==> config.mk <==
export PLATFORM = sky130hd
export DESIGN_NAME = burst_packer
export DESIGN_NICKNAME = d
export VERILOG_FILES = /design/src/rtl/bpk_pkg.sv /design/src/rtl/bpk_cut_tracker.sv /design/src/rtl/bpk_out_stage.sv /design/src/rtl/burst_packer.sv
export SDC_FILE = /design/constraint.sdc
export NUM_CORES = 1
export LEC_CHECK = 0
export BUFFER_PORTS_ARGS = -buffer_cell sky130_fd_sc_hd__buf_4
export CORE_AREA = 3 3 208 210
export DETAILED_ROUTE_END_ITERATION = 8
export DIE_AREA = 0 0 211 213
export SLEW_MARGIN = 20
export SYNTH_ARGS = -nofsm -noshare
export SYNTH_HDL_FRONTEND = slang
export SYNTH_SLANG_ARGS = --single-unit
==> constraint.sdc <==
create_clock -name clk_i -period 2.68 [get_ports clk_i]
set_input_delay 0.804 -clock clk_i [delete_from_list [all_inputs] [get_ports clk_i]]
set_output_delay 0.804 -clock clk_i [all_outputs]
set_load 0.02 [all_outputs]
==> src/rtl/bpk_pkg.sv <==
package bpk_pkg;
  // reasons a burst closes on the current word
  typedef struct packed {
    logic at_max;
    logic at_eor;
    logic at_eop;
  } cut_t;

  function automatic int unsigned width_of(input int unsigned n);
    return (n > 1) ? $clog2(n) : 1;
  endfunction
endpackage

==> src/rtl/bpk_cut_tracker.sv <==
module bpk_cut_tracker
  import bpk_pkg::*;
#(
  parameter int unsigned MAX_BURST    = 256,
  parameter int unsigned REGION_WORDS = 65536,
  localparam int unsigned LEN_W = $clog2(MAX_BURST + 1),
  localparam int unsigned OFF_W = width_of(REGION_WORDS)
) (
  input  logic             clk_i,
  input  logic             rst_ni,
  input  logic             adv_i,
  input  logic             last_i,
  output cut_t             cut_o,
  output logic             close_o,
  output logic [LEN_W-1:0] len_o
);
  logic [LEN_W-1:0] cnt_q;
  logic [OFF_W-1:0] off_q;
  logic             hit_max;
  logic             hit_eor;

  generate
    if (MAX_BURST == 1) begin : g_single
      assign hit_max = 1'b1;
    end else begin : g_multi
      assign hit_max = (cnt_q == LEN_W'(MAX_BURST - 1));
    end
  endgenerate

  assign hit_eor = (off_q == OFF_W'(REGION_WORDS - 1));

  assign cut_o.at_max = hit_max;
  assign cut_o.at_eor = hit_eor;
  assign cut_o.at_eop = last_i;
  assign close_o      = hit_max | hit_eor | last_i;
  assign len_o        = cnt_q + LEN_W'(1);

  always_ff @(posedge clk_i or negedge rst_ni) begin
    if (!rst_ni) begin
      cnt_q <= '0;
      off_q <= '0;
    end else if (adv_i) begin
      cnt_q <= close_o ? '0 : cnt_q + LEN_W'(1);
      off_q <= hit_eor ? '0 : off_q + OFF_W'(1);
    end
  end
endmodule

==> src/rtl/bpk_out_stage.sv <==
module bpk_out_stage #(
  parameter int unsigned DATA_W = 256,
  parameter int unsigned LEN_W  = 9
) (
  input  logic              clk_i,
  input  logic              rst_ni,
  input  logic              in_valid_i,
  output logic              in_ready_o,
  input  logic [DATA_W-1:0] in_data_i,
  input  logic              in_close_i,
  input  logic [LEN_W-1:0]  in_len_i,
  input  logic              in_eop_i,
  input  logic              in_eor_i,
  output logic [DATA_W-1:0] w_data_o,
  output logic              w_last_o,
  output logic              w_valid_o,
  input  logic              w_ready_i,
  output logic [LEN_W-1:0]  p_len_o,
  output logic              p_eop_o,
  output logic              p_eor_o,
  output logic              p_valid_o,
  input  logic              p_ready_i
);
  logic w_free, p_free, take;

  assign w_free     = !w_valid_o || w_ready_i;
  assign p_free     = !p_valid_o || p_ready_i;
  assign in_ready_o = w_free && p_free;
  assign take       = in_valid_i && in_ready_o;

  always_ff @(posedge clk_i or negedge rst_ni) begin
    if (!rst_ni) begin
      w_valid_o <= 1'b0;
      w_data_o  <= '0;
      w_last_o  <= 1'b0;
    end else if (take) begin
      w_valid_o <= 1'b1;
      w_data_o  <= in_data_i;
      w_last_o  <= in_close_i;
    end else if (w_ready_i) begin
      w_valid_o <= 1'b0;
    end
  end

  // record is loaded on the same edge as the final data word
  always_ff @(posedge clk_i or negedge rst_ni) begin
    if (!rst_ni) begin
      p_valid_o <= 1'b0;
      p_len_o   <= '0;
      p_eop_o   <= 1'b0;
      p_eor_o   <= 1'b0;
    end else if (take && in_close_i) begin
      p_valid_o <= 1'b1;
      p_len_o   <= in_len_i;
      p_eop_o   <= in_eop_i;
      p_eor_o   <= in_eor_i;
    end else if (p_ready_i) begin
      p_valid_o <= 1'b0;
    end
  end
endmodule

==> src/rtl/burst_packer.sv <==
module burst_packer
  import bpk_pkg::*;
#(
  parameter int unsigned DATA_W       = 256,
  parameter int unsigned MAX_BURST    = 256,
  parameter int unsigned REGION_BYTES = 2097152,
  localparam int unsigned LEN_W        = $clog2(MAX_BURST + 1),
  localparam int unsigned REGION_WORDS = REGION_BYTES / (DATA_W / 8)
) (
  input  logic              clk_i,
  input  logic              rst_ni,
  input  logic [DATA_W-1:0] s_data_i,
  input  logic              s_last_i,
  input  logic              s_valid_i,
  output logic              s_ready_o,
  output logic [DATA_W-1:0] w_data_o,
  output logic              w_last_o,
  output logic              w_valid_o,
  input  logic              w_ready_i,
  output logic [LEN_W-1:0]  p_len_o,
  output logic              p_eop_o,
  output logic              p_eor_o,
  output logic              p_valid_o,
  input  logic              p_ready_i
);
  cut_t             cut;
  logic             close;
  logic [LEN_W-1:0] len;
  logic             adv;

  assign adv = s_valid_i && s_ready_o;

  bpk_cut_tracker #(
    .MAX_BURST   (MAX_BURST),
    .REGION_WORDS(REGION_WORDS)
  ) u_cut (
    .clk_i  (clk_i),
    .rst_ni (rst_ni),
    .adv_i  (adv),
    .last_i (s_last_i),
    .cut_o  (cut),
    .close_o(close),
    .len_o  (len)
  );

  bpk_out_stage #(
    .DATA_W(DATA_W),
    .LEN_W (LEN_W)
  ) u_out (
    .clk_i     (clk_i),
    .rst_ni    (rst_ni),
    .in_valid_i(s_valid_i),
    .in_ready_o(s_ready_o),
    .in_data_i (s_data_i),
    .in_close_i(close || cut.at_max),
    .in_len_i  (len),
    .in_eop_i  (cut.at_eop),
    .in_eor_i  (cut.at_eor),
    .w_data_o  (w_data_o),
    .w_last_o  (w_last_o),
    .w_valid_o (w_valid_o),
    .w_ready_i (w_ready_i),
    .p_len_o   (p_len_o),
    .p_eop_o   (p_eop_o),
    .p_eor_o   (p_eor_o),
    .p_valid_o (p_valid_o),
    .p_ready_i (p_ready_i)
  );
endmodule

# After elaboration in Yosys (flattened, before gate mapping)
# Cells that the tools add are included.
[word_totals]
out_inout_bits = 271
regBits = 295
latch_bits = 0
ram_bits = 0
mem_count = 0
rom_bits = 0
inputBits = 262
elab_cells = 31
[op_classes]
reduce_logical = 10
bitwise = 2
order_cmp = 0
add_sub_neg = 2
n_shift = 0
muxes = 6
n_div = 0
eq_ne = 2
mul = 0
[op_table]
columns = ["op", "count"]
rows = [
  ["$add A16 B1 Y16 const B", 1],
  ["$eq A16 B16 Y1 const B", 1],
  ["$mux W16", 1],
  ["$add A9 B1 Y9 const B", 1],
  ["$eq A9 B8 Y1 const B", 1],
  ["$mux W9", 1],
  ["$mux W1", 4],
  ["$reduce_bool A2 Y1", 2],
  ["$logic_and A1 B1 Y1", 3],
  ["$logic_or A1 B1 Y1", 3],
  ["$logic_not A1 Y1", 2],
  ["$or A1 B1 Y1", 2],
]

# Depth between registers and ports, before layout
[depth]
depth_word = 6
ltp_mapped = 8
ltp_nobuf = 8

# Hierarchy
# A second synthesis with hierarchy kept.
[hier_totals]
hier_cells = 726
area_unflattened_um2 = 11937.7
[by_module_without_submodules]
columns = ["mod", "instances", "area_each_um2", "seq_area_each_um2", "cells_each"]
rows = [
  ["bpk_out_stage", 1, 10561.4, 6756.5, 577],
  ["bpk_cut_tracker", 1, 1363.8, 625.6, 147],
  ["burst_packer", 1, 12.5, 0.0, 2],
]

# Worst setup path after synthesis
# OpenSTA, ideal clock, no wires.
[synth_timing]
path_type = "flip-flop to flip-flop"
startpoint = "register u_cut.cnt_q[0]"
endpoint = "register u_out.p_len_o[1]"
period_less_slack_ns = 2.456
setup_slack_ns = 0.224
arrival_time_ns = 2.331
required_ns = 2.555
setup_ns = 0.125
path_buffers = 0
stages_incl_launch_ff = 9
path_cell_list = "dfrtp_1 ha_1 nand3_1 nor2_1 and3_1 ha_1 or2_2 o21ai_0 mux2_2"
[synth_via]
elab_chain_len = 5
elab_cells_between_ends = 6
cone_classes = "add/sub: 1; eq/ne: 1; bitwise: 2; reduce/logical: 2"
[synth_lines]
columns = ["item", "line_no", "source"]
rows = [
  ["start: declaration", "bpk_cut_tracker.sv:17", "logic [LEN_W-1:0] cnt_q;"],
  ["start signal: assignment", "bpk_cut_tracker.sv:43", "cnt_q <= close_o ? '0 : cnt_q + LEN_W'(1);"],
  ["parallel branches: the longest is 5 deep, another holds $add A9 B1 Y9", "--", ""],
  ["end signal: assignment", "bpk_out_stage.sv:54", "p_len_o <= in_len_i;"],
  ["end: declaration", "bpk_out_stage.sv:18", "output logic [LEN_W-1:0] p_len_o,"],
]
# Several ways; the timed one is not identified.
# A chain may end at the register's enable or synchronous reset.

# Final worst setup path
[layout_timing]
startpoint = "input port p_ready_i"
endpoint = "output port s_ready_o"
[layout_via]
elab_chain_len = 2
[layout_lines]
columns = ["item", "line_no", "source"]
rows = [
  ["start: declaration", "burst_packer.sv:24", "input logic p_ready_i"],
  ["$logic_or A1 B1 Y1", "bpk_out_stage.sv:27", "assign p_free = !p_valid_o || p_ready_i;"],
  ["$logic_and A1 B1 Y1", "bpk_out_stage.sv:28", "assign in_ready_o = w_free && p_free;"],
  ["end: declaration", "burst_packer.sv:15", "output logic s_ready_o,"],
]
# No other way between the ends.

==> summary.md <==
| Metric | Value |
|---|---|
| Hold-fix buffers, CTS | `0` |
| Clock root cell | `clkbuf_16` |
| Antenna Nets Post-Route | `0` |
| Buf/Inv on CP | `2` |
| Chip height | `213 µm` |
| Post-synth EDFFs | `0` |
| Leading cell type in the layout, fill and taps excluded | `nand2_1` |
| Routed via count | `10320` |
| Clock tree buffer depth | `3` |
| Ports | `about 530` |
| First-pass GRT wire length | `56100 µm` |
| Routed wire per std cell | `15.43 µm` |
| Final setup viols | `0` |
| Slew Limit Headroom | `62.63%` |
| CP Cell Sequence | `buf_4, nand2b_1, and2_1, buf_4` |
| Worst vdd ir | `0.4426 mV` |
| #FFs+latches synth | `295` |
| Sw Share | `a little under a third` |
| Cell mode on critical path | `buf_4` |
| Top cell type by total area after synthesis | `dfrtp_1` |
| Status | `completed` |
| Post-CTS Setup Bufs | `0` |
| Drt pass-1 iters | `4` |
| Ys flop type | `dfrtp_1` |
| Core area | `41760 µm²` |
| Post-Syn Instances | `1261` |
| Iter 0 DRT Violations | `509` |
| Crit share post-route | `around nine tenths` |
| Final wirelength | `36520 µm` |
| DP Worst Slack | `240.1 ps` |
| Worst Tran Pin Value | `560.5 ps` |
| Clock skew | `~12 ps` |
| Sequential power share | `40.5%` |
| Crit path launch type | `primary input` |
| Cts repair resizes | `0` |
| Syn Area/Cell | `roughly 9.1 µm²` |
| Worst-path clk slew | `around 50 ps` |
| CTS Buf Count | `35` |
| CTS sink count | `295` |
| Synthesized cell area | `11410 µm²` |
| Syn nets | `about 1500` |
| Top cells by area, synth | `dfrtp_1, nand2_1, clkbuf_1` |
| Total GRT Usage | `15.61%` |
| Area share of the largest cell type after synthesis | `between 60 and 70%` |
| F_max | `between 0.4 and 0.5 GHz` |
| Clock network fraction of total power | `32.3%` |
| Total gr overflow | `0` |
| Crit path max fanout | `6` |
| Final Hold Viols | `0` |
| Placed Area | `16310 µm²` |
| Commonest cells after routing, fill and taps aside | `nand2_1, buf_4, dfrtp_1` |
| Worst Hold Class | `primary input to asynchronous set/reset pin` |
| Synth-to-Final Area Change | `52.49%` |
| Initial antenna violation count | `1` |
| IO Port Bufs | `532` |
| Share of cells above drive strength 1 | `between 30% and 40%` |
| DRC | `0` |
| H-Tree Level Count | `2` |
| Comb power frac | `27.2%` |
| Final #Nets | `2072` |
| Vias per cell | `4.360` |
| Final Cell Area | `17410 µm²` |
| RSZ-0062 raised after global routing | `false` |
| Worst-Skew Late Latency | `roughly 520 ps` |
| Initial Util | `27.33%` |
| CTS tree | `done` |
| Setup TNS | `0 ps` |
| # diodes | `0` |
| Number of max-cap violations | `0` |
| GPL Wtd Cong | `0.8156` |
| Seq/Total Area, Yosys | `64.67%` |
| Synth unique cells | `33` |
| Final min period | `around 2400 ps` |
| Static Leak | `9.596 nW` |
| Final WS setup | `between 300 and 400 ps` |
| Worst Path Required | `around 1900 ps` |
| Share of flip-flops with an asynchronous set or reset | `100.0%` |
| Dpl hpwl | `27080 µm` |
| Cell-internal power | `between 0.009 and 0.01 W` |
| Net Sw Power | `roughly 0.0045 W` |
| Crit path DAT | `around 1600 ps` |
| Die W | `211 µm` |
| Kind of critical path | `primary input to output port` |
| Largest net degree at the start of global routing | `96` |
| CP max stage delay | `280 ps` |
| Critical path's top delay family | `simple AND/OR/NAND/NOR gates` |
| Area of the die | `44940 µm²` |
| Synth Warn # | `0` |
| Crit path capture type | `output port` |
| Pwr Density | `815.9 nW/µm²` |
| CP max-delay cell | `nand2b_1` |
| Vias in the first global route | `~10000` |
| Row cnt | `75` |
| Max Slew Vio Count | `0` |
## worst paths after layout
check / start / cells past startpoint / slack (ps) / end
min reg2reg: u_out.w_data_o[150]$_DFFE_PN0P_ / 2 / 470 / u_out.w_data_o[150]$_DFFE_PN0P_
max: p_ready_i / 4 / 320 / s_ready_o
max reg2reg: u_cut.cnt_q[0]$_DFFE_PN0P_ / 8 / 350 / u_out.p_len_o[1]$_DFFE_PN0P_
min in group clk_i: s_data_i[101] / 3 / 470 / u_out.w_data_o[101]$_DFFE_PN0P_
min: rst_ni / 1 / 250 / u_out.w_data_o[215]$_DFFE_PN0P_
max in group asynchronous: rst_ni / 2 / 1680 / u_out.w_data_o[34]$_DFFE_PN0P_
## Yosys cell counts, types with 2 or more instances
master,instances
nand4_1,8
nand3_1,10
and4_1,4
and2_1,2
a21oi_1,6
nor3_1,2
xor2_1,2
o31ai_1,4
mux2_2,8
dfrtp_1,295
clkbuf_1,60
nand2b_1,3
or3_1,4
inv_1,3
a31o_2,4
nand2_1,783
ha_1,3
nor2_1,12
or4_1,4
a22o_1,9
and3_1,5
xnor2_1,11
o21ai_0,9
## routing by layer
| layer | track usage [%] | part of all wire [%] | vias to the layer above |
|---|---|---|---|
| met5 | 0 | 0.055 | - |
| met4 | 5.335 | 2.9 | 4 |
| met3 | 5.671 | 9.3 | 65 |
| met2 | 25.70 | 47 | 448 |
| met1 | 19.07 | 41 | 4807 |
| li1 | - | - | 4991 |
## power by group through the flow
stage / clock (W) / sequential (W) / combinational, W
global placement: 0 / 0.00579 / 0.00388
CTS: 0.00474 / 0.00576 / 0.00391
floorplan: 0 / 0.00668 / 0.000927
detailed placement: 0 / 0.00582 / 0.00391
finish: 0.00459 / 0.00576 / 0.00386
global route: 0.00495 / 0.00586 / 0.00420
## kinds of logic after synthesis
kind of cell / after synthesis / share of synthesized area, %
fa+ha+maj: 3 / 0.3289
buf+inv: 65 / 2.203
mux: 8 / 0.7892
simple gates: 842 / 28.78
flops: 295 / 64.67
compound gates: 35 / 2.225
xor+xnor: 13 / 0.9975
## cell type report
class	instances	area, µm²
Inverter	3	11.26
Sequential cell	295	7382
Multi-Input combinational cell	901	3794
Clock buffer	53	1056
Timing Repair Buffer	571	4444
Fill cell	4124	24350
Clock inverter	4	45.04
Tap cell	539	674.4
## registers in the layout, indices dropped and copies added (netlist names)
name,flops
u_out.w_valid_o,1
u_out.p_eor_o,1
u_out.p_eop_o,1
u_out.p_len_o,9
u_out.w_last_o,1
u_out.p_valid_o,1
u_out.w_data_o,256
u_cut.cnt_q,9
u_cut.off_q,16
## per-stage QoR
stage,hold WS [ps],utilization [%],cells,power (W)
final,254.0,41.68,2366,0.01420
after CTS,245.8,41.68,2366,0.01442
after global placement,458.6,39.05,2309,0.009673
after detailed placement,463.0,39.05,2309,0.009734
after global routing,264.2,41.68,2366,0.01501
after floorplan,445.5,-,1261,0.007605
No activity file was read; power rests on OpenSTA's default activity.
